[src/rtl/alarm_clock_pkg.sv]
package alarm_clock_pkg;

    localparam int unsigned HOURS_PER_DAY = 24;
    localparam int unsigned MIN_PER_HOUR  = 60;
    localparam int unsigned SEC_PER_MIN   = 60;
    localparam int unsigned HOUR_W        = $clog2(HOURS_PER_DAY);
    localparam int unsigned MIN_W         = $clog2(MIN_PER_HOUR);
    localparam int unsigned SEC_W         = $clog2(SEC_PER_MIN);
    localparam int unsigned NUM_DIGITS    = 4;

    typedef struct packed {
        logic [HOUR_W-1:0] hh;
        logic [MIN_W-1:0]  mm;
    } hhmm_t;

    typedef enum logic [1:0] {
        MODE_RUN,
        MODE_SET_TIME,
        MODE_SET_ALARM
    } set_mode_e;

    typedef enum logic [1:0] {
        ALM_OFF,
        ALM_ARMED,
        ALM_RINGING
    } alarm_state_e;

    typedef enum logic [1:0] {
        SCAN_D0,
        SCAN_D1,
        SCAN_D2,
        SCAN_D3
    } scan_state_e;

    // Active-high segment pattern, bit 0 = a ... bit 6 = g.
    function automatic logic [6:0] seg_pattern(input logic [3:0] d);
        logic [6:0] p;
        unique case (d)
            4'd0: p = 7'h3F;
            4'd1: p = 7'h06;
            4'd2: p = 7'h5B;
            4'd3: p = 7'h4F;
            4'd4: p = 7'h66;
            4'd5: p = 7'h6D;
            4'd6: p = 7'h7D;
            4'd7: p = 7'h07;
            4'd8: p = 7'h7F;
            4'd9: p = 7'h6F;
            default: p = 7'h40;
        endcase
        return p;
    endfunction

endpackage

[src/rtl/ac_divider.sv]
module ac_divider #(
    parameter int unsigned DIV = 50
) (
    input  logic clk_i,
    input  logic rst_ni,
    input  logic clr_i,
    output logic tick_o
);
    localparam int unsigned CW = (DIV > 1) ? $clog2(DIV) : 1;
    localparam logic [CW-1:0] LAST = CW'(DIV - 1);

    logic [CW-1:0] cnt_q;

    always_ff @(posedge clk_i or negedge rst_ni) begin
        if (!rst_ni) begin
            cnt_q <= '0;
        end else if (clr_i || cnt_q == LAST) begin
            cnt_q <= '0;
        end else begin
            cnt_q <= cnt_q + 1'b1;
        end
    end

    assign tick_o = (cnt_q == LAST) && !clr_i;

    AST_TICK_GAP: assert property (@(posedge clk_i) disable iff (!rst_ni)
        tick_o |=> !tick_o);

endmodule

[src/rtl/ac_btn_cond.sv]
module ac_btn_cond #(
    parameter int unsigned DEB_CYCLES = 500_000
) (
    input  logic clk_i,
    input  logic rst_ni,
    input  logic raw_i,
    output logic level_o,
    output logic pulse_o
);
    localparam int unsigned CW = (DEB_CYCLES > 1) ? $clog2(DEB_CYCLES) : 1;
    localparam logic [CW-1:0] LAST = CW'(DEB_CYCLES - 1);

    logic          s1_q, s2_q;
    logic          stable_q;
    logic [CW-1:0] cnt_q;
    logic          accept;

    assign accept = (s2_q != stable_q) && (cnt_q == LAST);

    always_ff @(posedge clk_i or negedge rst_ni) begin
        if (!rst_ni) begin
            s1_q     <= 1'b0;
            s2_q     <= 1'b0;
            stable_q <= 1'b0;
            cnt_q    <= '0;
            pulse_o  <= 1'b0;
        end else begin
            s1_q    <= raw_i;
            s2_q    <= s1_q;
            pulse_o <= accept && s2_q;
            if (s2_q == stable_q) begin
                cnt_q <= '0;
            end else if (accept) begin
                cnt_q    <= '0;
                stable_q <= s2_q;
            end else begin
                cnt_q <= cnt_q + 1'b1;
            end
        end
    end

    assign level_o = stable_q;

    AST_PULSE_SINGLE: assert property (@(posedge clk_i) disable iff (!rst_ni)
        pulse_o |=> !pulse_o);
    AST_PULSE_ON_PRESS: assert property (@(posedge clk_i) disable iff (!rst_ni)
        pulse_o |-> level_o);

endmodule

[src/rtl/ac_timekeeper.sv]
module ac_timekeeper
    import alarm_clock_pkg::*;
(
    input  logic             clk_i,
    input  logic             rst_ni,
    input  logic             sec_tick_i,
    input  set_mode_e        mode_i,
    input  logic             inc_hr_i,
    input  logic             inc_mn_i,
    output hhmm_t            cur_o,
    output logic [SEC_W-1:0] sec_o,
    output hhmm_t            alm_o,
    output logic             clr_presc_o
);
    localparam logic [HOUR_W-1:0] HH_LAST = HOUR_W'(HOURS_PER_DAY - 1);
    localparam logic [MIN_W-1:0]  MM_LAST = MIN_W'(MIN_PER_HOUR - 1);
    localparam logic [SEC_W-1:0]  SS_LAST = SEC_W'(SEC_PER_MIN - 1);

    hhmm_t            cur_q, alm_q;
    logic [SEC_W-1:0] sec_q;
    logic set_t_hr, set_t_mn, set_a_hr, set_a_mn;

    function automatic logic [HOUR_W-1:0] next_hh(input logic [HOUR_W-1:0] h);
        return (h == HH_LAST) ? '0 : h + 1'b1;
    endfunction

    function automatic logic [MIN_W-1:0] next_mm(input logic [MIN_W-1:0] m);
        return (m == MM_LAST) ? '0 : m + 1'b1;
    endfunction

    always_comb begin
        set_t_hr = 1'b0;
        set_t_mn = 1'b0;
        set_a_hr = 1'b0;
        set_a_mn = 1'b0;
        unique case (mode_i)
            MODE_SET_TIME: begin
                set_t_hr = inc_hr_i;
                set_t_mn = inc_mn_i;
            end
            MODE_SET_ALARM: begin
                set_a_hr = inc_hr_i;
                set_a_mn = inc_mn_i;
            end
            default: ;
        endcase
    end

    always_ff @(posedge clk_i or negedge rst_ni) begin
        if (!rst_ni) begin
            cur_q <= '0;
            sec_q <= '0;
        end else if (set_t_hr || set_t_mn) begin
            if (set_t_hr) cur_q.hh <= next_hh(cur_q.hh);
            if (set_t_mn) begin
                cur_q.mm <= next_mm(cur_q.mm);
                sec_q    <= '0;
            end
        end else if (sec_tick_i) begin
            if (sec_q == SS_LAST) begin
                sec_q <= '0;
                if (cur_q.mm == MM_LAST) begin
                    cur_q.mm <= '0;
                    cur_q.hh <= next_hh(cur_q.hh);
                end else begin
                    cur_q.mm <= cur_q.mm + 1'b1;
                end
            end else begin
                sec_q <= sec_q + 1'b1;
            end
        end
    end

    always_ff @(posedge clk_i or negedge rst_ni) begin
        if (!rst_ni) begin
            alm_q <= '0;
        end else begin
            if (set_a_hr) alm_q.hh <= next_hh(alm_q.hh);
            if (set_a_mn) alm_q.mm <= next_mm(alm_q.mm);
        end
    end

    assign cur_o       = cur_q;
    assign sec_o       = sec_q;
    assign alm_o       = alm_q;
    assign clr_presc_o = set_t_mn;

    AST_FIELD_RANGE: assert property (@(posedge clk_i) disable iff (!rst_ni)
        cur_q.hh <= HH_LAST && cur_q.mm <= MM_LAST && sec_q <= SS_LAST
        && alm_q.hh <= HH_LAST && alm_q.mm <= MM_LAST);
    AST_DAY_WRAP: assert property (@(posedge clk_i) disable iff (!rst_ni)
        sec_tick_i && mode_i == MODE_RUN && cur_q.hh == HH_LAST
        && cur_q.mm == MM_LAST && sec_q == SS_LAST
        |=> cur_q == '0 && sec_q == '0);
    AST_MIN_SET_NO_CARRY: assert property (@(posedge clk_i) disable iff (!rst_ni)
        set_t_mn && !set_t_hr |=> sec_q == '0 && $stable(cur_q.hh));
    AST_ALARM_SET_ISOLATED: assert property (@(posedge clk_i) disable iff (!rst_ni)
        (set_a_hr || set_a_mn) && !sec_tick_i |=> $stable(cur_q) && $stable(sec_q));
    AST_RUN_ALARM_HELD: assert property (@(posedge clk_i) disable iff (!rst_ni)
        mode_i == MODE_RUN |=> $stable(alm_q));

endmodule

[src/rtl/ac_alarm_fsm.sv]
module ac_alarm_fsm
    import alarm_clock_pkg::*;
(
    input  logic             clk_i,
    input  logic             rst_ni,
    input  logic             en_i,
    input  hhmm_t            cur_i,
    input  logic [SEC_W-1:0] sec_i,
    input  hhmm_t            alm_i,
    output logic             ring_o
);
    alarm_state_e state_q, state_d;
    logic match;

    assign match = (cur_i == alm_i) && (sec_i == '0);

    always_comb begin
        state_d = state_q;
        unique case (state_q)
            ALM_OFF:     if (en_i) state_d = ALM_ARMED;
            ALM_ARMED:   if (!en_i) state_d = ALM_OFF;
                         else if (match) state_d = ALM_RINGING;
            ALM_RINGING: if (!en_i) state_d = ALM_OFF;
            default:     state_d = ALM_OFF;
        endcase
    end

    always_ff @(posedge clk_i or negedge rst_ni) begin
        if (!rst_ni) state_q <= ALM_OFF;
        else         state_q <= state_d;
    end

    always_comb begin
        unique case (state_q)
            ALM_RINGING: ring_o = 1'b1;
            default:     ring_o = 1'b0;
        endcase
    end

    AST_RING_HOLD: assert property (@(posedge clk_i) disable iff (!rst_ni)
        ring_o && en_i |=> ring_o);
    AST_RING_DROP: assert property (@(posedge clk_i) disable iff (!rst_ni)
        !en_i |=> !ring_o);
    AST_RING_CAUSE: assert property (@(posedge clk_i) disable iff (!rst_ni)
        $rose(ring_o) |-> $past(match) && $past(en_i));

endmodule

[src/rtl/ac_display.sv]
module ac_display
    import alarm_clock_pkg::*;
(
    input  logic                  clk_i,
    input  logic                  rst_ni,
    input  logic                  scan_tick_i,
    input  hhmm_t                 shown_i,
    output logic [NUM_DIGITS-1:0] dig_en_n_o,
    output logic [7:0]            seg_n_o
);
    scan_state_e state_q, state_d;
    logic [3:0]  digit_val;
    logic        dp_on;
    logic [3:0]  hh_t, hh_u, mm_t, mm_u;

    assign hh_t = 4'(shown_i.hh / 5'd10);
    assign hh_u = 4'(shown_i.hh % 5'd10);
    assign mm_t = 4'(shown_i.mm / 6'd10);
    assign mm_u = 4'(shown_i.mm % 6'd10);

    always_comb begin
        state_d = state_q;
        if (scan_tick_i) begin
            unique case (state_q)
                SCAN_D0: state_d = SCAN_D1;
                SCAN_D1: state_d = SCAN_D2;
                SCAN_D2: state_d = SCAN_D3;
                SCAN_D3: state_d = SCAN_D0;
                default: state_d = SCAN_D0;
            endcase
        end
    end

    always_ff @(posedge clk_i or negedge rst_ni) begin
        if (!rst_ni) state_q <= SCAN_D0;
        else         state_q <= state_d;
    end

    always_comb begin
        dp_on = 1'b0;
        unique case (state_q)
            SCAN_D0: begin dig_en_n_o = 4'b1110; digit_val = mm_u; end
            SCAN_D1: begin dig_en_n_o = 4'b1101; digit_val = mm_t; end
            SCAN_D2: begin dig_en_n_o = 4'b1011; digit_val = hh_u; dp_on = 1'b1; end
            SCAN_D3: begin dig_en_n_o = 4'b0111; digit_val = hh_t; end
            default: begin dig_en_n_o = 4'b1111; digit_val = 4'd0; end
        endcase
        seg_n_o = ~{dp_on, seg_pattern(digit_val)};
    end

    AST_ONE_DIGIT: assert property (@(posedge clk_i) disable iff (!rst_ni)
        $countones(~dig_en_n_o) == 1);
    AST_SCAN_HOLD: assert property (@(posedge clk_i) disable iff (!rst_ni)
        !scan_tick_i |=> $stable(dig_en_n_o));

endmodule

[src/rtl/alarm_clock.sv]
module alarm_clock
    import alarm_clock_pkg::*;
#(
    parameter int unsigned SEC_DIV    = 50_000_000,
    parameter int unsigned SCAN_DIV   = 50_000,
    parameter int unsigned DEB_CYCLES = 500_000
) (
    input  logic       clk_i,
    input  logic       rst_ni,
    input  logic [3:0] pb_i,
    input  logic [7:0] sw_i,
    output logic [3:0] dig_en_n_o,
    output logic [7:0] seg_n_o,
    output logic [7:0] led_o
);
    localparam int unsigned NUM_BTN = 3;
    localparam int unsigned NUM_SW  = 2;

    logic [NUM_BTN-1:0] btn_lvl, btn_pls;
    logic [NUM_SW-1:0]  sw_s1, sw_s2;
    logic               sec_tick, scan_tick, clr_presc, ring;
    set_mode_e          mode;
    hhmm_t              cur, alm, shown;
    logic [SEC_W-1:0]   sec;
    logic               unused_inputs;

    for (genvar b = 0; b < NUM_BTN; b++) begin : g_btn
        ac_btn_cond #(.DEB_CYCLES(DEB_CYCLES)) u_btn (
            .clk_i   (clk_i),
            .rst_ni  (rst_ni),
            .raw_i   (pb_i[b]),
            .level_o (btn_lvl[b]),
            .pulse_o (btn_pls[b])
        );
    end

    always_ff @(posedge clk_i or negedge rst_ni) begin
        if (!rst_ni) begin
            sw_s1 <= '0;
            sw_s2 <= '0;
        end else begin
            sw_s1 <= sw_i[NUM_SW-1:0];
            sw_s2 <= sw_s1;
        end
    end

    always_comb begin
        if (!btn_lvl[0])  mode = MODE_RUN;
        else if (sw_s2[0]) mode = MODE_SET_ALARM;
        else              mode = MODE_SET_TIME;
    end

    ac_divider #(.DIV(SEC_DIV)) u_sec_div (
        .clk_i  (clk_i),
        .rst_ni (rst_ni),
        .clr_i  (clr_presc),
        .tick_o (sec_tick)
    );

    ac_divider #(.DIV(SCAN_DIV)) u_scan_div (
        .clk_i  (clk_i),
        .rst_ni (rst_ni),
        .clr_i  (1'b0),
        .tick_o (scan_tick)
    );

    ac_timekeeper u_time (
        .clk_i       (clk_i),
        .rst_ni      (rst_ni),
        .sec_tick_i  (sec_tick),
        .mode_i      (mode),
        .inc_hr_i    (btn_pls[1]),
        .inc_mn_i    (btn_pls[2]),
        .cur_o       (cur),
        .sec_o       (sec),
        .alm_o       (alm),
        .clr_presc_o (clr_presc)
    );

    ac_alarm_fsm u_alarm (
        .clk_i  (clk_i),
        .rst_ni (rst_ni),
        .en_i   (sw_s2[1]),
        .cur_i  (cur),
        .sec_i  (sec),
        .alm_i  (alm),
        .ring_o (ring)
    );

    assign shown = sw_s2[0] ? alm : cur;

    ac_display u_disp (
        .clk_i       (clk_i),
        .rst_ni      (rst_ni),
        .scan_tick_i (scan_tick),
        .shown_i     (shown),
        .dig_en_n_o  (dig_en_n_o),
        .seg_n_o     (seg_n_o)
    );

    assign led_o = {7'b0, ring};

    assign unused_inputs = ^{pb_i[3], sw_i[7:NUM_SW], btn_lvl[2:1], btn_pls[0]};

endmodule

[config.mk]
export PLATFORM = sky130hd
export DESIGN_NAME = alarm_clock
export DESIGN_NICKNAME = d
export VERILOG_FILES = /design/src/rtl/alarm_clock_pkg.sv /design/src/rtl/ac_divider.sv /design/src/rtl/ac_btn_cond.sv /design/src/rtl/ac_timekeeper.sv /design/src/rtl/ac_alarm_fsm.sv /design/src/rtl/ac_display.sv /design/src/rtl/alarm_clock.sv
export SDC_FILE = /design/constraint.sdc
export NUM_CORES = 1
export LEC_CHECK = 0
export BUFFER_PORTS_ARGS = -buffer_cell sky130_fd_sc_hd__buf_2
export CORE_UTILIZATION = 55
export CTS_BUF_LIST = sky130_fd_sc_hd__clkbuf_8 sky130_fd_sc_hd__clkbuf_16
export DETAILED_ROUTE_END_ITERATION = 10
export GPL_ROUTABILITY_DRIVEN = 0
export HOLD_SLACK_MARGIN = 0.15
export MAX_ROUTING_LAYER = met4
export PLACE_DENSITY = 0.81
export SETUP_SLACK_MARGIN = 0.05
export SYNTH_ARGS = -nofsm -noshare
export SYNTH_HDL_FRONTEND = slang
export SYNTH_SLANG_ARGS = --single-unit
[constraint.sdc]
create_clock -name clk_i -period 8.5 [get_ports clk_i]
set_clock_uncertainty 0.05 [all_clocks]
set_input_delay 1.7 -clock clk_i [delete_from_list [all_inputs] [get_ports clk_i]]
set_output_delay 1.7 -clock clk_i [all_outputs]
set_load 0.005 [all_outputs]
==> results of run 1 <==
[routing by layer]
layer / part of all wire (%) / vias up
met1: 47 / 2689
met4: 0.71 / 0
met2: 49 / 89
met5: 0 / -
met3: 2.9 / 8
li1: - / 2761
[path summary, 6_finish.rpt]
kind                                          start                       end  slack, ns  depth (start not counted)
worst max-delay path                       sw_s2[0]                seg_n_o[0]       2.43                         14
worst min-delay path            g_btn[1].u_btn.s1_q       g_btn[1].u_btn.s2_q       0.29                          0
worst max register to register   u_sec_div.cnt_q[7]           u_time.cur_o[2]       5.71                          7
worst min register to register  g_btn[1].u_btn.s1_q       g_btn[1].u_btn.s2_q       0.29                          0
max in group asynchronous                    rst_ni  g_btn[2].u_btn.cnt_q[11]       5.76                          2
min in group asynchronous                    rst_ni                  sw_s2[1]       1.21                          1
[power breakdown]
group          internal (W)   total, W  switching [W]
Clock              0.000516   0.000806       0.000290
Combinational    0.00000901  0.0000316      0.0000226
Sequential         0.000702   0.000710     0.00000751
[area by class of cell]
cell class	instances	area [um2]	area share, %
clock inverters	12	176	2.03
flip-flops and latches	146	3650	42.1
repair buffers	20	109	1.26
multi-input cells	605	3940	45.5
well taps	180	225	2.60
inverters	26	97.6	1.13
clock buffers	20	467	5.38
[cell usage after synthesis (3+ instances only)]
cell type / instances
nor3_1: 8
and2_1: 7
or3_1: 5
nor2_1: 133
and4_1: 5
o21ai_0: 17
nor2b_1: 7
mux2i_1: 4
or2_1: 3
a211oi_1: 4
and3_1: 22
ha_1: 26
xor2_1: 60
nand2b_1: 5
inv_1: 26
nand3_1: 55
buf_4: 9
o21ai_1: 4
o21a_1: 7
nor4_1: 10
nand2_1: 64
or2_2: 5
mux4_2: 9
o31ai_1: 3
a31oi_1: 4
mux2_2: 8
a21oi_1: 16
buf_2: 6
nand4_1: 19
a21o_1: 6
clkbuf_1: 19
nor4b_1: 3
dfrtp_1: 146
nand4b_1: 3
xnor2_1: 48
[cell families after synthesis]
logic type	count (synthesis)	share of synthesized area, %
compound gates	82	7.32
mux	22	4.39
buf+inv	61	3.54
fa+ha+maj	26	4.15
other cells	1	0.0478
simple gates	360	21.9
xor+xnor	108	12.1
flops	146	46.6
[stage by stage]
step | setup slack [ns] | cell area [um2] | hold WS (ns)
after floorplan | 3.39 | 7870 | 0.281
after global placement | 2.95 | 8030 | 0.285
after detailed placement | 2.86 | 8030 | 0.289
after CTS | 2.41 | 8670 | 0.301
after global routing | 2.15 | 8670 | 0.311
final | 2.43 | 8670 | 0.294
[state kept, by name (all words and copies together), names as in the netlist]
register / flops
g_btn.u_btn.cnt_q: 57
g_btn.u_btn.level_o: 3
g_btn.u_btn.pulse_o: 2
g_btn.u_btn.s1_q: 3
g_btn.u_btn.s2_q: 3
sw_s1: 2
sw_s2: 2
u_alarm.state_q: 2
u_disp.state_q: 2
u_scan_div.cnt_q: 16
u_sec_div.cnt_q: 26
u_time.alm_o: 11
u_time.cur_o: 11
u_time.sec_o: 6
[worst max-delay path: stages, from the launching register on]
cell       delay (ns)
dfrtp_1          0.87
mux4_2           0.63
inv_1            0.09
ha_1             0.23
nand3_1          0.10
a211oi_1         0.09
a221oi_2         0.40
and3_4           0.27
xnor2_1          0.09
o21ai_0          0.31
inv_1            0.15
ha_1             0.21
or2_1            0.21
o2bb2ai_1        0.11
buf_2            0.12
==> impl_metrics.py, run 1 <==
metrics = {
    "status": {
        "status": "finished clean",
    },
    "placed_design": {
        "dp_hpwl_mm": 9.52,
        "io_buffers": 19,
        "dp_cells": 977,
    },
    "clock_network": {
        "post_cts_resized": 0,
        "ctsRootBufferMaster": "clkbuf_16",
        "cts_setup_buffers": 0,
        "cts_tree": "built",
        "path_clk_slew_ns": 0.06,
        "cts_inserted_buffers": 17,
        "cts.path.max_buffers": 2,
        "cts.sinks": 146,
        "h-tree-depth": 4,
        "cts_hold_buffers": 0,
        "insertion_delay_ns": 0.42,
    },
    "global_route": {
        "grt_busiest_layer": "met2",
        "overflow": 0,
        "grt_pass1_wl_mm": 24.1,
        "grtUsageTotal_pct": 21.5,
        "use_met3_pct": 5.55,
        "grt_use_met1_pct": 27.6,
        "grt_max_degree": 85,
        "grt_pass1_vias": 5303,
        "antenna_found_initial": 0,
        "met2_usage_pct": 33.6,
    },
    "sta": {
        "worst_pin_slew_ns": 1.15,
        "finalHoldViolCount": 0,
        "rsz0062_at_grt": "no",
        "slew_violations": 0,
        "relSlewSlack_pct": 22.9,
        "clock.fmax_ghz": 0.165,
        "fin_crit_ns": 6.07,
        "fin_tns_setup_ns": 0,
        "period_share_pct": 71.4,
        "setup_viol": 0,
    },
    "final_layout": {
        "fillers": 1104,
        "final_common_cell": "dfrtp_1",
        "mostFrequentLayoutCells": "dfrtp_1 (146), nor2_1 (133), nand2_1 (64)",
        "antenna_cells": 0,
        "drive_gt1_share_pct": 9.65,
        "syn2layout_area_growth_pct": 10.5,
        "nets": 856,
        "fin_cells": 1009,
        "utilization_pct": 62.5,
    },
    "synth": {
        "netlist_area_mm2": 0.00785,
        "synthDistinctLibCells": 60,
        "yosysTopAreaCellShare_pct": 46.6,
        "ys.warnings.count": 0,
        "synth_edf_count": 0,
        "synth_async_sr_flop_share_pct": 100,
        "avgSynthCellArea_um2": 9.73,
        "ys.flop_type": "dfrtp_1",
        "synth_area_leaders": "dfrtp_1 (47%), xor2_1 (6.7%), nor2_1 (6.4%)",
        "synth_top_cell_by_area": "dfrtp_1",
        "synth_seq_cells": 146,
        "synth_cells": 806,
        "yosysSeqAreaShare_pct": 46.6,
    },
    "worst_setup_path": {
        "end_kind": "output pin",
        "crit_fanout": 18,
        "worstSetupPathType": "reg -> out",
        "cp.arrival_ns": 4.32,
        "critPathRequiredTime_ns": 6.75,
        "cp-start-kind": "flip-flop",
    },
    "floorplanning": {
        "rows": 43,
        "core_mm2": 0.0139,
        "die_h_um": 121,
        "fp.dieW_um": 121,
        "die_area_mm2": 0.0147,
        "io_pins": 34,
        "start_util_pct": 56.5,
    },
    "job": {
        "max_cap_violations": 0,
    },
    "pwr": {
        "power.density_mw_per_mm2": 178,
        "peakVddDrop_mv": 0.143,
        "p_total_w": 0.00155,
        "leakagePower_nw": 3.87,
    },
    "detailed_routing": {
        "vias_per_cell": 5.50,
        "num_vias": 5547,
        "drtAntennaViolNets": 0,
        "dr.pass1.iters": 7,
        "drc": 0,
        "routedWlPerCell_um": 14.1,
        "finalWirelength_mm": 14.2,
        "drt_iter0_drc": 395,
    },
    "min_path": {
        "hold_class": "reg -> reg",
    },
}
(Power assumes the default switching activity.)
==> inputs of run 2 (changes only) <==
--- a/config.mk
+++ b/config.mk
@@ -12,7 +12,7 @@
 export GPL_ROUTABILITY_DRIVEN = 0
 export HOLD_SLACK_MARGIN = 0.15
 export MAX_ROUTING_LAYER = met4
-export PLACE_DENSITY = 0.81
+export PLACE_DENSITY = 0.84
 export SETUP_SLACK_MARGIN = 0.05
 export SYNTH_ARGS = -nofsm -noshare
 export SYNTH_HDL_FRONTEND = slang
==> constraint.sdc (replaced) <==
create_clock -name clk_i -period 5.25 [get_ports clk_i]
set_clock_uncertainty 0.05 [all_clocks]
set_input_delay 1.05 -clock clk_i [delete_from_list [all_inputs] [get_ports clk_i]]
set_output_delay 1.05 -clock clk_i [all_outputs]
set_load 0.005 [all_outputs]
==> run 2 against run 1 <==
Effect of this change:
- core utilization grew 0.20 points
- sequential cell count is the same
- total power rose by 61%
- setup slack worse by 2.2 ns
- count of clock-buffer cells in the layout is 3 lower
- wire length up 2.2%
==> impl_metrics.py, run 2 (synthesis gave the netlist of run 1 again) <==
metrics = {
    "status": {
        "status": "finished clean",
    },
    "detailed_routing": {
        "vias_per_cell": 5.56,
        "num_vias": 5625,
        "drt_iter0_drc": 320,
        "drtAntennaViolNets": 0,
        "drc": 0,
        "finalWirelength_mm": 14.6,
        "dr.pass1.iters": 5,
        "routedWlPerCell_um": 14.4,
    },
    "clock_network": {
        "cts_hold_buffers": 0,
        "cts_tree": "built",
        "insertion_delay_ns": 0.43,
        "h-tree-depth": 4,
        "path_clk_slew_ns": 0.06,
        "ctsRootBufferMaster": "clkbuf_16",
        "cts.sinks": 146,
        "cts.path.max_buffers": 2,
        "cts_inserted_buffers": 17,
    },
    "sta": {
        "fin_crit_ns": 5.00,
        "worst_pin_slew_ns": 1.10,
        "relSlewSlack_pct": 26.3,
        "clock.fmax_ghz": 0.200,
        "finalHoldViolCount": 0,
        "rsz0062_at_grt": "yes",
        "setup_viol": 0,
        "fin_tns_setup_ns": 0,
        "fin_hold_ws_ns": 0.297,
        "slew_violations": 0,
        "period_share_pct": 95.2,
    },
    "final_layout": {
        "fin_cells": 1012,
        "fillers": 1091,
        "antenna_cells": 0,
        "mostFrequentLayoutCells": "dfrtp_1 (146), nor2_1 (133), nand2_1 (64)",
        "multi_input_area_mm2": 0.00396,
        "regMostFlops": "g_btn.u_btn.cnt_q",
        "nets": 859,
        "reg_top3": "g_btn.u_btn.cnt_q (57), u_sec_div.cnt_q (26), u_scan_div.cnt_q (16)",
        "drive_gt1_share_pct": 10.1,
        "regArea_mm2": 0.00365,
        "final_common_cell": "dfrtp_1",
        "syn2layout_area_growth_pct": 10.9,
        "largest_register_ffs": 57,
    },
    "job": {
        "max_cap_violations": 0,
    },
    "pwr": {
        "switching_share_pct": 21.6,
        "p_clk_share_pct": 51.8,
        "seqPwrFrac_pct": 46.0,
        "power.density_mw_per_mm2": 286,
        "peakVddDrop_mv": 0.243,
        "pwr-share-comb_pct": 2.2,
        "power_report.internal_total_w": 0.00195,
        "p_total_w": 0.00249,
        "switchingPower_w": 0.000537,
        "leakagePower_nw": 3.89,
    },
    "floorplanning": {
        "rows": 43,
        "start_util_pct": 56.5,
        "die_area_mm2": 0.0147,
        "io_pins": 34,
        "core_mm2": 0.0139,
        "die_h_um": 121,
        "fp.dieW_um": 121,
    },
    "global_route": {
        "grt_max_degree": 114,
        "grt_pass1_wl_mm": 25.4,
        "grtUsageTotal_pct": 22.4,
        "antenna_found_initial": 0,
        "grt_pass1_vias": 5613,
        "overflow": 0,
    },
    "worst_setup_path": {
        "end_kind": "output pin",
        "cp-start-kind": "flip-flop",
        "max_stage_delay_ns": 0.61,
        "cpMaxStageDelayCell": "mux4_2",
        "cp_top_family": "compound AO/OA/AOI/OAI gates",
        "crit_fanout": 9,
        "critPathRequiredTime_ns": 4.15,
        "cp.arrival_ns": 3.90,
        "path_buf_inv": 2,
        "worstSetupPathType": "reg -> out",
        "cp_cell_sequence": "buf_4 > mux4_2 > ha_1 > a21oi_1 > o22a_1 > o21ai_0 > o211ai_1 > o21ai_0 > ha_1 > or2_1 > o2bb2ai_1 > buf_2",
    },
    "placed_design": {
        "dp_hpwl_mm": 9.47,
        "io_buffers": 19,
        "dp_cells": 979,
    },
    "min_path": {
        "hold_class": "reg -> reg",
    },
}
run 2: cell count changes in the layout (fill, tap and decap cells not counted), sizes merged:
cell    previous run  this run
inv               30        33
clkbuf            20        17
buf               20        23
run 2: cell type report:
class | instances | share of cell area [%]
clock inverters | 15 | 2.37
inverters | 26 | 1.12
multi-input cells | 605 | 45.5
well taps | 180 | 2.59
flip-flops and latches | 146 | 42.0
repair buffers | 23 | 1.51
clock buffers | 17 | 4.89
run 2: metal layers:
| metal | global-route usage, % | part of all wire [%] | up-vias |
|---|---|---|---|
| met3 | 4.98 | 2.9 | 20 |
| met4 | 8.10 | 1.6 | 0 |
| met1 | 27.5 | 46 | 2734 |
| met2 | 36.2 | 50 | 95 |
| met5 | - | 0 | - |
| li1 | - | - | 2776 |
run 2: metrics by stage:
step	setup WS, ns	utilization [%]	cell area (um2)
finish	0.253	62.7	8700
global route	0.0416	62.7	8700
CTS	0.145	62.5	8680
detailed placement	0.381	57.9	8040
global placement	0.487	57.9	8040
floorplan	0.786	-	7870
run 2: path summary, 6_finish.rpt:
kind                                     startpoint                       end  slack (ns)  depth (start not counted)
worst max-delay path                       sw_s2[0]                seg_n_o[3]        0.25                         12
worst min-delay path            g_btn[0].u_btn.s1_q       g_btn[0].u_btn.s2_q        0.30                          0
worst max register to register   u_sec_div.cnt_q[0]           u_time.cur_o[2]        2.46                          7
worst min register to register  g_btn[0].u_btn.s1_q       g_btn[0].u_btn.s2_q        0.30                          0
max in group asynchronous                    rst_ni  g_btn[2].u_btn.cnt_q[12]        3.41                          2
min in group asynchronous                    rst_ni       u_sec_div.cnt_q[11]        0.73                          1
run 2: power groups by stage:
stage	combinational (W)	clock, W	sequential (W)
final	0.0000536	0.00129	0.00115
after global routing	0.0000640	0.00136	0.00115
after CTS	0.0000559	0.00132	0.00115
after detailed placement	0.0000556	0	0.00117
after global placement	0.0000551	0	0.00117
after floorplan	0.0000317	0	0.00116
run 2: worst reg2reg max path, cell delays in order, from the launching register on:
cell and delay (ns):
dfrtp_1 0.41, ha_1 0.28, nand3_1 0.13, or4_1 0.62
a21oi_1 0.43, a21o_1 0.34, nand2_1 0.10, mux2_1 0.31
run 2: what timing repair did:
action	in CTS	in global routing
pin swaps	0	2
setup endpoints to repair	6	7
gates resized for setup	2	2
buffers inserted	0	1
